## src/rtl/sgm_pkg.sv

```systemverilog
package sgm_pkg;

  localparam int NUM_CH = 2;
  localparam int CH_RX  = 0;
  localparam int CH_TX  = 1;

  // Per-cycle events reported by the datapath for each channel
  typedef struct packed {
    logic [NUM_CH-1:0] edgeSeen;   // filtered clock changed level
    logic [NUM_CH-1:0] shortLvl;   // level that just ended was too short
  } dpEvt_t;

  // Strobes issued by the control to the datapath
  typedef struct packed {
    logic              armClr;     // forget the last edge, do not judge next
    logic [NUM_CH-1:0] cntInc;     // advance the event counter
  } ctlStb_t;

endpackage

```

## src/rtl/sgm_edge_timer.sv

```systemverilog
module sgm_edge_timer #(
  parameter int PW_W = 8
) (
  input  logic            clk,
  input  logic            rstN,
  input  logic            serClkIn,
  input  logic            armClr,
  input  logic [PW_W-1:0] minHigh,
  input  logic [PW_W-1:0] minLow,
  output logic            edgeNow,
  output logic            shortNow
);

  localparam logic [PW_W-1:0] LVL_MAX = '1;

  logic            sync1, sync2, smpPrev, filtLvl, armed;
  logic [PW_W-1:0] lvlCnt;
  logic [PW_W-1:0] minSel;
  logic            agree;

  // two samples in a row must agree before the filtered level moves
  assign agree    = (sync2 == smpPrev);
  assign edgeNow  = agree && (sync2 != filtLvl);
  // the level being left decides which minimum applies
  assign minSel   = filtLvl ? minHigh : minLow;
  assign shortNow = armed && (lvlCnt < minSel);

  always_ff @(posedge clk or negedge rstN) begin
    if (!rstN) begin
      sync1   <= 1'b0;
      sync2   <= 1'b0;
      smpPrev <= 1'b0;
      filtLvl <= 1'b0;
    end else begin
      sync1   <= serClkIn;
      sync2   <= sync1;
      smpPrev <= sync2;
      if (edgeNow) filtLvl <= sync2;
    end
  end

  // cycles the filtered level has been held, saturating
  always_ff @(posedge clk or negedge rstN) begin
    if (!rstN) begin
      lvlCnt <= '0;
    end else if (edgeNow) begin
      lvlCnt <= PW_W'(1);
    end else if (lvlCnt != LVL_MAX) begin
      lvlCnt <= lvlCnt + PW_W'(1);
    end
  end

  always_ff @(posedge clk or negedge rstN) begin
    if (!rstN)        armed <= 1'b0;
    else if (armClr)  armed <= 1'b0;
    else if (edgeNow) armed <= 1'b1;
  end

endmodule

```

## src/rtl/sgm_datapath.sv

```systemverilog
module sgm_datapath
  import sgm_pkg::*;
#(
  parameter int PW_W  = 8,
  parameter int CNT_W = 16
) (
  input  logic                          clk,
  input  logic                          rstN,
  input  logic [NUM_CH-1:0]             serClk,
  input  logic [PW_W-1:0]               minHigh,
  input  logic [PW_W-1:0]               minLow,
  input  ctlStb_t                       stb,
  output dpEvt_t                        evt,
  output logic [NUM_CH-1:0][CNT_W-1:0]  glitchCnt
);

  localparam logic [CNT_W-1:0] CNT_MAX = '1;

  for (genvar ch = 0; ch < NUM_CH; ch++) begin : g_ch
    sgm_edge_timer #(.PW_W(PW_W)) u_timer (
      .clk      (clk),
      .rstN     (rstN),
      .serClkIn (serClk[ch]),
      .armClr   (stb.armClr),
      .minHigh  (minHigh),
      .minLow   (minLow),
      .edgeNow  (evt.edgeSeen[ch]),
      .shortNow (evt.shortLvl[ch])
    );

    always_ff @(posedge clk or negedge rstN) begin
      if (!rstN) begin
        glitchCnt[ch] <= '0;
      end else if (stb.cntInc[ch] && (glitchCnt[ch] != CNT_MAX)) begin
        glitchCnt[ch] <= glitchCnt[ch] + CNT_W'(1);
      end
    end
  end

endmodule

```

## src/rtl/sgm_ctrl.sv

```systemverilog
module sgm_ctrl
  import sgm_pkg::*;
(
  input  logic              clk,
  input  logic              rstN,
  input  logic              detEn,
  input  logic [NUM_CH-1:0] irqMask,
  input  logic [NUM_CH-1:0] flagClr,
  input  dpEvt_t            evt,
  output ctlStb_t           stb,
  output logic [NUM_CH-1:0] glitchFlag,
  output logic              irqOut
);

  logic [NUM_CH-1:0] glitchNow;

  assign glitchNow  = detEn ? (evt.edgeSeen & evt.shortLvl) : '0;
  assign stb.armClr = !detEn;
  assign stb.cntInc = glitchNow;
  assign irqOut     = |(glitchFlag & irqMask);

  // a new event outranks a clear in the same cycle
  always_ff @(posedge clk or negedge rstN) begin
    if (!rstN) glitchFlag <= '0;
    else       glitchFlag <= glitchNow | (glitchFlag & ~flagClr);
  end

endmodule

```

## src/rtl/serial_clk_glitch_mon.sv

```systemverilog
module serial_clk_glitch_mon
  import sgm_pkg::*;
#(
  parameter int PW_W  = 8,
  parameter int CNT_W = 16
) (
  input  logic             clk,
  input  logic             rstN,
  input  logic             rxSerClk,
  input  logic             txSerClk,
  input  logic             glitchDetEn,
  input  logic [PW_W-1:0]  minHighCyc,
  input  logic [PW_W-1:0]  minLowCyc,
  input  logic             rxIrqMask,
  input  logic             txIrqMask,
  input  logic             rxFlagClr,
  input  logic             txFlagClr,
  output logic             rxGlitchFlag,
  output logic             txGlitchFlag,
  output logic             glitchIrq,
  output logic [CNT_W-1:0] rxGlitchCnt,
  output logic [CNT_W-1:0] txGlitchCnt
);

  dpEvt_t                       evt;
  ctlStb_t                      stb;
  logic [NUM_CH-1:0]            flags;
  logic [NUM_CH-1:0][CNT_W-1:0] cnts;
  logic [NUM_CH-1:0]            serClk, masks, clrs;

  assign serClk[CH_RX] = rxSerClk;
  assign serClk[CH_TX] = txSerClk;
  assign masks[CH_RX]  = rxIrqMask;
  assign masks[CH_TX]  = txIrqMask;
  assign clrs[CH_RX]   = rxFlagClr;
  assign clrs[CH_TX]   = txFlagClr;

  sgm_datapath #(.PW_W(PW_W), .CNT_W(CNT_W)) u_dp (
    .clk       (clk),
    .rstN      (rstN),
    .serClk    (serClk),
    .minHigh   (minHighCyc),
    .minLow    (minLowCyc),
    .stb       (stb),
    .evt       (evt),
    .glitchCnt (cnts)
  );

  sgm_ctrl u_ctrl (
    .clk        (clk),
    .rstN       (rstN),
    .detEn      (glitchDetEn),
    .irqMask    (masks),
    .flagClr    (clrs),
    .evt        (evt),
    .stb        (stb),
    .glitchFlag (flags),
    .irqOut     (glitchIrq)
  );

  assign rxGlitchFlag = flags[CH_RX];
  assign txGlitchFlag = flags[CH_TX];
  assign rxGlitchCnt  = cnts[CH_RX];
  assign txGlitchCnt  = cnts[CH_TX];

endmodule

```

## config.mk

```make
export PLATFORM = sky130hd
export DESIGN_NAME = serial_clk_glitch_mon
export DESIGN_NICKNAME = d
export VERILOG_FILES = /design/src/rtl/sgm_pkg.sv /design/src/rtl/sgm_edge_timer.sv /design/src/rtl/sgm_datapath.sv /design/src/rtl/sgm_ctrl.sv /design/src/rtl/serial_clk_glitch_mon.sv
export SDC_FILE = /design/constraint.sdc
export NUM_CORES = 1
export LEC_CHECK = 0
export CAP_MARGIN = 0
export CORE_UTILIZATION = 40
export CTS_BUF_LIST = sky130_fd_sc_hd__clkbuf_8
export DETAILED_ROUTE_END_ITERATION = 12
export DONT_BUFFER_PORTS = 1
export PLACE_DENSITY_LB_ADDON = 0.12
export SYNTH_ARGS = -nofsm -noshare
export SYNTH_HDL_FRONTEND = slang
export SYNTH_SLANG_ARGS = --single-unit
export TNS_END_PERCENT = 20
```

## constraint.sdc

```tcl
create_clock -name clk -period 2.4 [get_ports clk]
set_input_delay 0.24 -clock clk [delete_from_list [all_inputs] [get_ports clk]]
set_output_delay 0.24 -clock clk [all_outputs]
set_load 0.02 [all_outputs]
```

-- Yosys cells after proc, flatten, opt, wreduce, memory -nomap -nowiden
Index checks and enable logic that the tools add are counted.
- $add $sub $neg: 4
- multiplexer cells: 11
- bitwise logic cells: 5
- reduce and logical (&&, ||, !) cells: 9
- magnitude comparators: 2
- equal/unequal tests: 10
- operators by type and width (kind ; count):
    $mux 8 ; 6
    $add 16x1->16 const B ; 2
    $ne 16x16->1 const B ; 2
    $add 8x1->8 const B ; 2
    $lt 8x8->1 ; 2
    $ne 8x8->1 const B ; 2
    $and 2x2->2 ; 3
    $logic_and 1x1->1 ; 6
    $mux 1 ; 4
    $ne 2x1->1 const B ; 2
    $reduce_bool 2->1 ; 2
    $eq 1x1->1 ; 2
    $mux 2 ; 1
    $ne 1x1->1 ; 2
    $not 2->2 ; 1
    $or 2x2->2 ; 1
    $reduce_or 2->1 ; 1
- word-level logic and storage cells: 56
- input bits: 25
- bits in registers: 60
- output and inout port bits: 35

-- Depth between registers and ports, before layout
Gate-level depths: netlist (run 1).
- word-level depth: 6
- gate-level depth with buffers: 9
- mapped depth without buffers: 7

-- By module
A second synthesis (run 1) with hierarchy kept.
- cell total of the unflattened synthesis: 313
- area, all modules: 3281.9 um^2
- modules (own cells, without submodules) (module ; cells each ; instances ; area each (um^2) ; seq. area each (um^2)):
    sgm_edge_timer ; 81 ; 2 ; 809.5 ; 325.3
    sgm_datapath ; 141 ; 1 ; 1555.2 ; 800.8
    sgm_ctrl ; 10 ; 1 ; 107.6 ; 50.0

-- Worst setup path after synthesis (run 1)
Ideal clock, no wire load.
- path kind: register to register
- start: reg u_dp.g_ch[1].u_timer.filtLvl
- end: reg u_dp.glitchCnt[27] (netlist bit)
- data required time: 2.267 ns
- cell stages (with the launch flop): 10
- path buffers: 2
- path slack: 0.229 ns
- clock period less this slack: 2.171 ns
- data arrival time: 2.038 ns
- setup time: 0.133 ns
- path through: dfrtp_1 -> buf_4 -> mux2i_1 -> ha_1 -> o211ai_1 -> a21oi_1 -> o41ai_4 -> buf_2 -> nand4_1 -> xnor2_1
- cells in the longest elaborated chain, start to end: 6
- elaborated cells between the ends (all ways): 8
- those cells by class: 1 x order compare; 1 x eq/ne; 2 x mux; 1 x bitwise; 3 x reduce/logical
- ends and longest elaborated chain (item ; RTL line ; text):
    start: declaration ; sgm_edge_timer.sv:16 ; logic sync1, sync2, smpPrev, filtLvl, armed;
    start signal: assignment ; sgm_edge_timer.sv:38 ; if (edgeNow) filtLvl <= sync2;
    $mux 8 ; sgm_edge_timer.sv:25 ; assign minSel = filtLvl ? minHigh : minLow;
    $lt 8x8->1 ; sgm_edge_timer.sv:26 ; assign shortNow = armed && (lvlCnt < minSel);
    $logic_and 1x1->1 ; sgm_edge_timer.sv:26 ;
    $and 2x2->2 (*) ; sgm_ctrl.sv:17 ; assign glitchNow = detEn ? (evt.edgeSeen & evt.shortLvl) : '0;
    $mux 2 (*) ; sgm_ctrl.sv:17 ;
    $logic_and 1x1->1 (*) ; sgm_datapath.sv:34 ; end else if (stb.cntInc[ch] && (glitchCnt[ch] != CNT_MAX)) begin
    end signal: indexed assignment ; sgm_datapath.sv:35 ; glitchCnt[ch] <= glitchCnt[ch] + CNT_W'(1);
    end: declaration ; sgm_datapath.sv:14 ; output logic [NUM_CH-1:0][CNT_W-1:0] glitchCnt
Mark *: on every way between the ends. The rest lies on a longest branch, timed or not.
A chain may end at the register's enable or synchronous reset.

-- Final worst setup path (run 1)
- start: reg u_dp.g_ch[1].u_timer.filtLvl
- end: reg u_dp.glitchCnt[30] (netlist bit)
Same word-level chain as after synthesis.

==> run metrics, run 1 <==
Avg Inst Size Synth 10.7 µm²; ys async rst share 1.00; xor and xnor area share after synthesis 0.0846; status completed; Final Instance Area 3860 µm²; M2 GR Usage 0.267; Die Ht 94.4 µm; register bit count reported by yosys 60; largest net degree at the start of global routing between 60 and 70; final net count 382; clock sinks 60; Worst setup EP type flip-flop; Reg2Reg Depth 7; final RePlAce weighted congestion 0.793; Setup Skew 0.00669 ns; worst skew pair latency 0.33 ns; final WL between 7 and 8 mm; simple-gate share of the synthesized area 0.230; Post-synth EDFFs 0; Detailed Place HPWL 5.11 mm; Syn Inst Count 319; Clock Tree Root clkbuf_8; die width 94.4 µm; Avg WL per Cell 15.7 µm; Iter 0 DRT Violations 52; Initial Utilization 0.414; core area 8260 µm²; Compound-Gate Fraction of Synth Area 0.0806; Port Buffers 0; Max Cap Viol 0; GR Util met3 0.0507; WHS Endpoint u_dp.g_ch[0].u_timer.armed$_DFFE_PN0P_; reg2reg end u_dp.glitchCnt[30]$_DFFE_PN0P_; TritonCTS clock tree done; LEAKAGE 1.77 nW; Tcrit/Tclk final 0.940; commonest non-fill, non-tap cell in the layout dfrtp_1; hold depth 1; reg2reg setup slack 0.14 ns; Finish-stage setup viols 0; Min Hold Slack 0.0234 ns; antenna violations before repair 0; count of cell types in the netlist 44; Final Hold Vio Count 0; CTS H-Tree Depth 3; Syn Std Cell Area about 3400 µm²; main combinational cell family by area after synthesis simple AND/OR/NAND/NOR gates; via/cell ratio 5.42; Total GRT Usage 0.174; placed instance area 3600 µm²; RR Startpoint u_dp.g_ch[1].u_timer.filtLvl$_DFFE_PN0P_; non-filler cells, final roughly 450; path type of the worst setup path flip-flop to flip-flop; pre-CTS WS 0.0230 ns; Tmin final 2.26 ns; RSZ-0062 raised after global routing true; Final ANT Viol Nets 0; hold path start glitchDetEn; critical-path maximum fanout 8; Post-Place Cells roughly 430; mux cell area share after synthesis 0.0674; # IOs 60; Antenna Cells 0; relative slew slack 0.727; First-pass DRT Iterations 4; vias in the first global route roughly 2,400; Die ar. 8910 µm²; hold crit path type input port to flip-flop; Max VDD drop slightly below 400 µV; final worst slack 0.144 ns; share of cells above drive strength 1 0.131; startpoint types flip-flop; Worst-path clk slew roughly 0.070 ns; Pwr Density slightly below 700 nW/µm²; TritonCTS buffer count 9; Worst EP required ~2.6 ns; GRT Residual Overflow 0; synthesis-to-layout area growth 13.0%; fin. max-slew vios 0; Filler Cells Inserted 771; Remaining DRCs 0; Core Util, Final 0.468; Fmax between 0.4 and 0.5 GHz; critical path arrival 2.47 ns; CTS max path bufs 2; Least-Margin Pin Slew 0.406 ns; register area share after synthesis 0.440; total power 2.61 mW; M1 GR Usage 0.223; Post-Synth Adder-Cell Area 0.0718; Primary FF master, synth dfrtp_1; site row count 33; setup TNS 0 ns; Ys Warns 0; global-route wire length before repair 11.8 mm; Most Crowded Layer GR met2; Synth Net Count approximately 360; Vias 2,428; most frequent cells in the layout dfrtp_1, nand3_1, xnor2_1
-- registers in the layout, summed over array words and instances (netlist names) --
signal and flops:
u_dp.g_ch.u_timer.sync1 2, u_dp.g_ch.u_timer.lvlCnt 16, u_dp.g_ch.u_timer.smpPrev 2, u_dp.g_ch.u_timer.sync2 2
u_dp.glitchCnt 32, u_dp.g_ch.u_timer.filtLvl 2, u_ctrl.glitchFlag 2, u_dp.g_ch.u_timer.armed 2
-- final cells by class --
cell class                 count  area (µm²)  share of cell area
multi-input combinational    243        1830               0.474
clock buffer                  11         151              0.0392
sequential                    60        1500               0.390
clock inverter                 4        17.5             0.00454
timing repair buffer          21         213              0.0551
tap                          105         131              0.0340
inverter                       4        15.0             0.00389
-- cells in the mapped netlist (4+ instances only) --
master	instances	area share
nor3_1	5	0.0073
xor2_1	5	0.013
and3_1	20	0.037
buf_2	5	0.0073
dfrtp_1	60	0.44
nand4_1	19	0.035
and4_1	4	0.010
inv_1	4	0.0044
xnor2_1	28	0.072
nand2_1	12	0.013
mux2i_1	17	0.050
ha_1	18	0.066
o21ai_0	5	0.0073
a31oi_1	4	0.0073
o211ai_1	5	0.011
a21oi_1	6	0.0088
mux2_1	4	0.013
nor2_1	23	0.025
nand3_1	30	0.044
-- timing repair --
item,in CTS,in global routing
endpoints found under the setup margin,0,14
hold buffers,5,0
setup buffers,0,2
gates resized for setup,0,3
endpoints found under the hold margin,63,0
-- worst max path at each step --
stage	from	end	slack (ns)	cells past startpoint
finish	u_dp.g_ch[1].u_timer.filtLvl$_DFFE_PN0P_	u_dp.glitchCnt[30]$_DFFE_PN0P_	0.14	7
global route	u_dp.g_ch[1].u_timer.filtLvl$_DFFE_PN0P_	u_dp.glitchCnt[30]$_DFFE_PN0P_	-0.00008	7
CTS	u_dp.g_ch[1].u_timer.filtLvl$_DFFE_PN0P_	u_dp.glitchCnt[30]$_DFFE_PN0P_	0.007	8
detailed placement	u_dp.g_ch[1].u_timer.filtLvl$_DFFE_PN0P_	u_dp.glitchCnt[30]$_DFFE_PN0P_	0.02	8
global placement	u_dp.g_ch[1].u_timer.filtLvl$_DFFE_PN0P_	u_dp.glitchCnt[30]$_DFFE_PN0P_	0.08	8
floorplan	u_dp.g_ch[1].u_timer.filtLvl$_DFFE_PN0P_	u_dp.glitchCnt[27]$_DFFE_PN0P_	0.23	9
-- cells by family after synthesis --
logic type,Yosys count
buffers and inverters,16
AOI/OAI and AO/OA,33
and+or+nand+nor,135
adders and majority gates,20
muxes,22
xor gates and xnor gates,33
DFF,60
-- per-layer routing --
metal  part of all wire  vias up
li1                   -     1220
met1               0.46     1153
met2               0.47       43
met3              0.052       12
met4              0.017        0
met5                  0        -
-- power breakdown --
group          switching [mW]  internal, mW
Combinational           0.258         0.246
Clock                   0.383         0.414
Sequential              0.185          1.12
-- critical path, stage by stage (launching register included) --
cell     delay [ns]
dfrtp_2        0.48
mux2i_1        0.23
ha_1           0.27
a22o_1         0.24
o41ai_4        0.31
buf_4          0.19
nand4_1        0.11
mux2_4         0.32
No activity file was read; power rests on OpenSTA's default activity.
==> run 2, diff against run 1 <==
PLACE_DENSITY = 0.64   (was unset)
PLACE_DENSITY_LB_ADDON = unset   (was 0.12)
==> run metrics, run 2 (same netlist as run 1, synthesis figures left out) <==
via/cell ratio 5.57 (+2.9%); Max Cap Viol 0 (unchanged); cell-internal power 1.81 mW (+1.3%); Worst setup EP type flip-flop; largest net degree at the start of global routing 61 (unchanged); M2 GR Usage 0.275 (+0.00785); most flop-heavy register u_dp.glitchCnt; net switching power of the design 805 µW (-2.5%); antenna violations before repair 0 (unchanged); path type of the worst setup path flip-flop to flip-flop; Initial Utilization 0.414 (unchanged); core area 8260 µm² (unchanged); M1 GR Usage 0.201 (-0.0220); synthesis-to-layout area growth 12.1%; Final Hold Vio Count 0 (unchanged); Iter 0 DRT Violations 93 (+79%); CTS H-Tree Depth 3 (unchanged); First-pass DRT Iterations 4 (unchanged); Die ar. 8910 µm² (unchanged); final net count 379 (-0.79%); Max VDD drop 518 µV (+32%); Antenna Cells 0 (unchanged); final WL 6.81 mm (-3.0%); clock power share 0.312 (+0.006); CP delay by family, top compound AO/OA/AOI/OAI gates; Setup Skew 0.00780 ns (+0.00111 ns); Die Ht 94.4 µm (unchanged); RSZ-0062 raised after global routing false; Detailed Place HPWL 4.97 mm (-2.6%); postcts setup bufs 0 (unchanged); Remaining DRCs 0 (unchanged); TritonCTS buffer count 9 (unchanged); CTS max path bufs 2 (unchanged); Port Buffers 0 (unchanged); hold crit path type input port to flip-flop; Most Crowded Layer GR met2; vias in the first global route 2,469 (+2.8%); Largest register FFs 32 (unchanged); site row count 33 (unchanged); relative slew slack 0.657 (-0.0694); Clock Tree Root clkbuf_8; highest-delay cell along the critical path dfrtp_1; cell chain of the critical path mux2i_1 -> ha_1 -> a22o_1 -> o41ai_4 -> buf_12 -> nand2_2 -> mux2_1; critical path arrival 2.49 ns (+0.02 ns); GR Util met3 0.0612 (+0.0105); Tmin final 2.28 ns (+0.0205 ns); status completed; Crit path buffers/inverters 1 (unchanged); Least-Margin Pin Slew 0.512 ns (+0.106 ns); Largest regs u_dp.glitchCnt (32), u_dp.g_ch.u_timer.lvlCnt (16); Flop pwr share 0.498 (-0.003); combinational share of power 0.190 (-0.003); Pwr Density 682 nW/µm² (+0.92%); Final ANT Viol Nets 0 (unchanged); final RePlAce weighted congestion 0.846 (+6.8%); fin. max-slew vios 0 (unchanged); setup TNS 0 ns (unchanged); worst skew pair latency 0.33 ns (about the same); Avg WL per Cell 15.3 µm (-2.1%); Final Instance Area 3830 µm² (-0.81%); GRT Residual Overflow 0 (unchanged); Tcrit/Tclk final 0.949 (+0.00852); placed instance area 3580 µm² (-0.76%); global-route wire length before repair 11.6 mm (-1.8%); die width 94.4 µm (unchanged); Vias 2,475 (+1.9%); share of cells above drive strength 1 0.118 (-0.0132); clock sinks 60 (unchanged); Finish-stage setup viols 0 (unchanged); commonest non-fill, non-tap cell in the layout dfrtp_1; CP peak stage delay 0.46 ns (-0.02 ns); Total GRT Usage 0.168 (-0.00610); critical-path maximum fanout 16 (+8); TritonCTS clock tree done; Worst EP required 2.61 ns (about the same); Worst-path clk slew 0.07 ns (about the same); sw frac 0.308 (-0.00835); # IOs 60 (unchanged); startpoint types flip-flop; most frequent cells in the layout dfrtp_1, nand3_1, xnor2_1; Fmax 0.439 GHz (-0.90%); LEAKAGE 1.74 nW (-1.5%)
## run 2: cell types whose count changed in the layout (fill, tap and decap cells not counted)
| cell | change |
|---|---|
| dfrtp_1 | +1 |
| inv_1 | -2 |
| buf_12 | -1 |
| clkbuf_8 | +1 |
| buf_4 | -3 |
| mux2_1 | +1 |
| mux2_4 | -1 |
| dfrtp_2 | -1 |
| dlygate4sd3_1 | +1 |
## run 2: timing repair
action                                  4_1_cts  5_1_grt
endpoints found under the setup margin        0       12
hold endpoints to repair                     64        0
gates resized for setup                       0        1
hold buffers                                  6        0
## run 2: area by class of cell
| type | count | area, µm² |
|---|---|---|
| repair buffers | 18 | 180 |
| fillers | 776 | 4430 |
| flip-flops and latches | 60 | 1500 |
| well taps | 105 | 131 |
| clock buffers | 12 | 165 |
| clock inverters | 2 | 10.0 |
| inverters | 4 | 15.0 |
| multi-input cells | 243 | 1830 |
## run 2: worst paths after layout
kind,end,start,cells after the start,slack [ns]
min in group asynchronous,u_dp.glitchCnt[15]$_DFFE_PN0P_,rstN,2,0.44
max in group asynchronous,u_dp.g_ch[1].u_timer.filtLvl$_DFFE_PN0P_,rstN,2,1.68
min reg2reg,u_dp.g_ch[1].u_timer.sync2$_DFF_PN0_,u_dp.g_ch[1].u_timer.sync1$_DFF_PN0_,0,0.35
max,u_dp.glitchCnt[1]$_DFFE_PN0P_,u_dp.g_ch[0].u_timer.filtLvl$_DFFE_PN0P_,7,0.12
max reg2reg,u_dp.glitchCnt[1]$_DFFE_PN0P_,u_dp.g_ch[0].u_timer.filtLvl$_DFFE_PN0P_,7,0.12
min,u_dp.g_ch[1].u_timer.armed$_DFFE_PN0P_,glitchDetEn,1,0.03
## run 2: per-layer routing
metal,share of wire,wire length [µm],vias up
met5,0,0,-
met4,0.017,116,0
met3,0.056,384,12
met2,0.48,3260,57
met1,0.45,3050,1203
li1,-,-,1203
## run 2: power by group through the flow
stage,logic (mW),registers [mW],clock network [mW]
CTS,0.508,1.30,0.847
global placement,0.453,1.31,0
global route,0.574,1.32,0.889
floorplan,0.374,1.29,0
finish,0.497,1.30,0.814
detailed placement,0.474,1.32,0
## run 2: metrics by stage
step                      hold slack, ns  utilization  power, mW  cells  setup WS [ns]
after floorplan                  -0.0556            -       1.67    319          0.229
after global routing              0.0108        0.464       2.78    444         0.0218
after CTS                        0.00930        0.464       2.65    444         0.0155
after detailed placement         -0.0539        0.433       1.79    424         0.0395
final                             0.0255        0.464       2.61    444          0.123
after global placement           -0.0535        0.433       1.77    424          0.124
==> run 3, diff against run 2 <==
REMOVE_ABC_BUFFERS = 1   (was unset)
==> run metrics, run 3 (same netlist as run 1, synthesis figures left out) <==
Avg WL per Cell 15.6 µm (+1.7%); CP peak stage delay 0.48 ns (+0.02 ns); cell chain of the critical path mux2i_1 -> ha_1 -> o211ai_1 -> a21oi_1 -> o41ai_4 -> nand2_1 -> mux2_1; Tmin final 2.27 ns (-0.00325 ns); site row count 33 (unchanged); path type of the worst setup path flip-flop to flip-flop; placed instance area 3570 µm² (-0.28%); GRT Residual Overflow 0 (unchanged); critical path arrival 2.49 ns (about the same); Port Buffers 0 (unchanged); Remaining DRCs 0 (unchanged); Max VDD drop 324 µV (-37%); final worst slack 0.127 ns (+0.00325 ns); core area 8260 µm² (unchanged); Least-Margin Pin Slew 0.539 ns (+0.0270 ns); Final ANT Viol Nets 0 (unchanged); Die Ht 94.4 µm (unchanged); relative slew slack 0.639 (-0.0181); Detailed Place HPWL 5.02 mm (+0.87%); share of cells above drive strength 1 0.110 (-0.00820); vias in the first global route 2,415 (-2.2%); most frequent cells in the layout dfrtp_1, nand3_1, xnor2_1; critical-path maximum fanout 8 (-8); final WL 6.89 mm (+1.3%); total power 2.60 mW (-0.44%); global-route wire length before repair 11.6 mm (about the same); Die ar. 8910 µm² (unchanged); Total GRT Usage 0.170 (+0.00280); CTS max path bufs 2 (unchanged); CP delay by family, top compound AO/OA/AOI/OAI gates; Pwr Density 682 nW/µm² (about the same); Worst path depth 7 (unchanged); hold path start glitchDetEn; synthesis-to-layout area growth 11.7%; highest-delay cell along the critical path dfrtp_2; # IOs 60 (unchanged); Final Hold Vio Count 0 (unchanged); clock sinks 60 (unchanged); Reg2Reg Depth 7 (unchanged); worst setup path startpoint u_dp.g_ch[1].u_timer.filtLvl$_DFFE_PN0P_; final net count 376 (-0.79%); startpoint types flip-flop; reg2reg setup slack 0.13 ns (about the same); Tcrit/Tclk final 0.947 (-0.00136); Initial Utilization 0.414 (unchanged); Max Cap Viol 0 (unchanged); CTS H-Tree Depth 3 (unchanged); Largest regs u_dp.glitchCnt (32), u_dp.g_ch.u_timer.lvlCnt (16); Core Util, Final 0.462 (-0.00182); Largest register FFs 32 (unchanged); TritonCTS buffer count 9 (unchanged); largest net degree at the start of global routing 61 (unchanged); worst skew pair latency 0.33 ns (about the same); Clock Tree Root clkbuf_8; die width 94.4 µm (unchanged); status completed; most flop-heavy register u_dp.glitchCnt; Vias 2,495 (+0.81%); Finish-stage setup viols 0 (unchanged); Worst setup EP type flip-flop; Iter 0 DRT Violations 58 (-38%); antenna violations before repair 0 (unchanged); Worst EP required 2.61 ns (about the same); Setup Skew 0.00563 ns (-0.00218 ns); Antenna Cells 0 (unchanged); Final Instance Area 3810 µm² (-0.39%); Worst-path clk slew 0.07 ns (about the same); TritonCTS clock tree done; reg2reg end u_dp.glitchCnt[17]$_DFFE_PN0P_; CP endpoint u_dp.glitchCnt[17]$_DFFE_PN0P_; RR Startpoint u_dp.g_ch[1].u_timer.filtLvl$_DFFE_PN0P_; final RePlAce weighted congestion 0.813 (-3.9%); via/cell ratio 5.64 (+1.3%); commonest non-fill, non-tap cell in the layout dfrtp_1; LEAKAGE 1.73 nW (-0.60%); First-pass DRT Iterations 4 (unchanged); RSZ-0062 raised after global routing true; fin. max-slew vios 0 (unchanged); pre-CTS WS 0.0101 ns (-0.0293 ns); hold crit path type input port to flip-flop; Crit path buffers/inverters 0 (-1); Fmax 0.440 GHz (+0.14%)
## run 3: cell type report
cell class | count | area (µm²)
Clock buffer | 11 | 151
Clock inverter | 4 | 17.5
Fill cell | 785 | 4440
Inverter | 4 | 15.0
Multi-Input combinational cell | 243 | 1830
Sequential cell | 60 | 1500
Tap cell | 105 | 131
Timing Repair Buffer | 15 | 170
## run 3: per-layer routing
metal / vias up / global-route usage / routed length (µm)
li1: 1206 / - / -
met1: 1208 / 0.212 / 3050
met2: 67 / 0.272 / 3380
met3: 14 / 0.0499 / 340
met4: 0 / 0.0756 / 128
met5: - / 0 / 0
## run 3: where the power goes
group	switching, mW	internal, mW
Clock	0.382	0.414
Combinational	0.256	0.239
Sequential	0.187	1.12
Total	0.824	1.78
## run 3: timing repair
item                                   CTS  global route
resized for setup                        1             1
hold buffers                             6             0
endpoints found under the hold margin   64             0
setup endpoints to repair                1             6
buffers inserted                         0             0
## run 3: through the flow
| step | TNS [ns] | hold slack (ns) | instances |
|---|---|---|---|
| after global routing | -0.0962 | 0.00794 | 442 |
| final | 0 | 0.0188 | 442 |
| after floorplan | -0.248 | -0.0556 | 307 |
| after global placement | 0 | -0.0536 | 421 |
| after detailed placement | 0 | -0.0533 | 421 |
| after CTS | 0 | 0.00461 | 442 |
## run 3: worst min-delay path by stage
stage	end	slack [ns]	depth (start not counted)
after detailed placement	u_dp.g_ch[0].u_timer.lvlCnt[0]$_DFFE_PN0P_	-0.05	0
final	u_dp.g_ch[0].u_timer.armed$_DFFE_PN0P_	0.02	1
after floorplan	u_ctrl.glitchFlag[0]$_DFF_PN0_	-0.06	0
after global placement	u_dp.g_ch[0].u_timer.lvlCnt[0]$_DFFE_PN0P_	-0.05	0
after CTS	u_dp.g_ch[0].u_timer.armed$_DFFE_PN0P_	0.005	1
after global routing	u_dp.g_ch[0].u_timer.armed$_DFFE_PN0P_	0.008	1
## run 3: worst reg2reg max path: stages, from the launching register on
cell and delay (ns):
dfrtp_2 0.48, mux2i_1 0.22, ha_1 0.25, o211ai_1 0.16, a21oi_1 0.09, o41ai_4 0.45, nand2_1 0.17, mux2_1 0.34
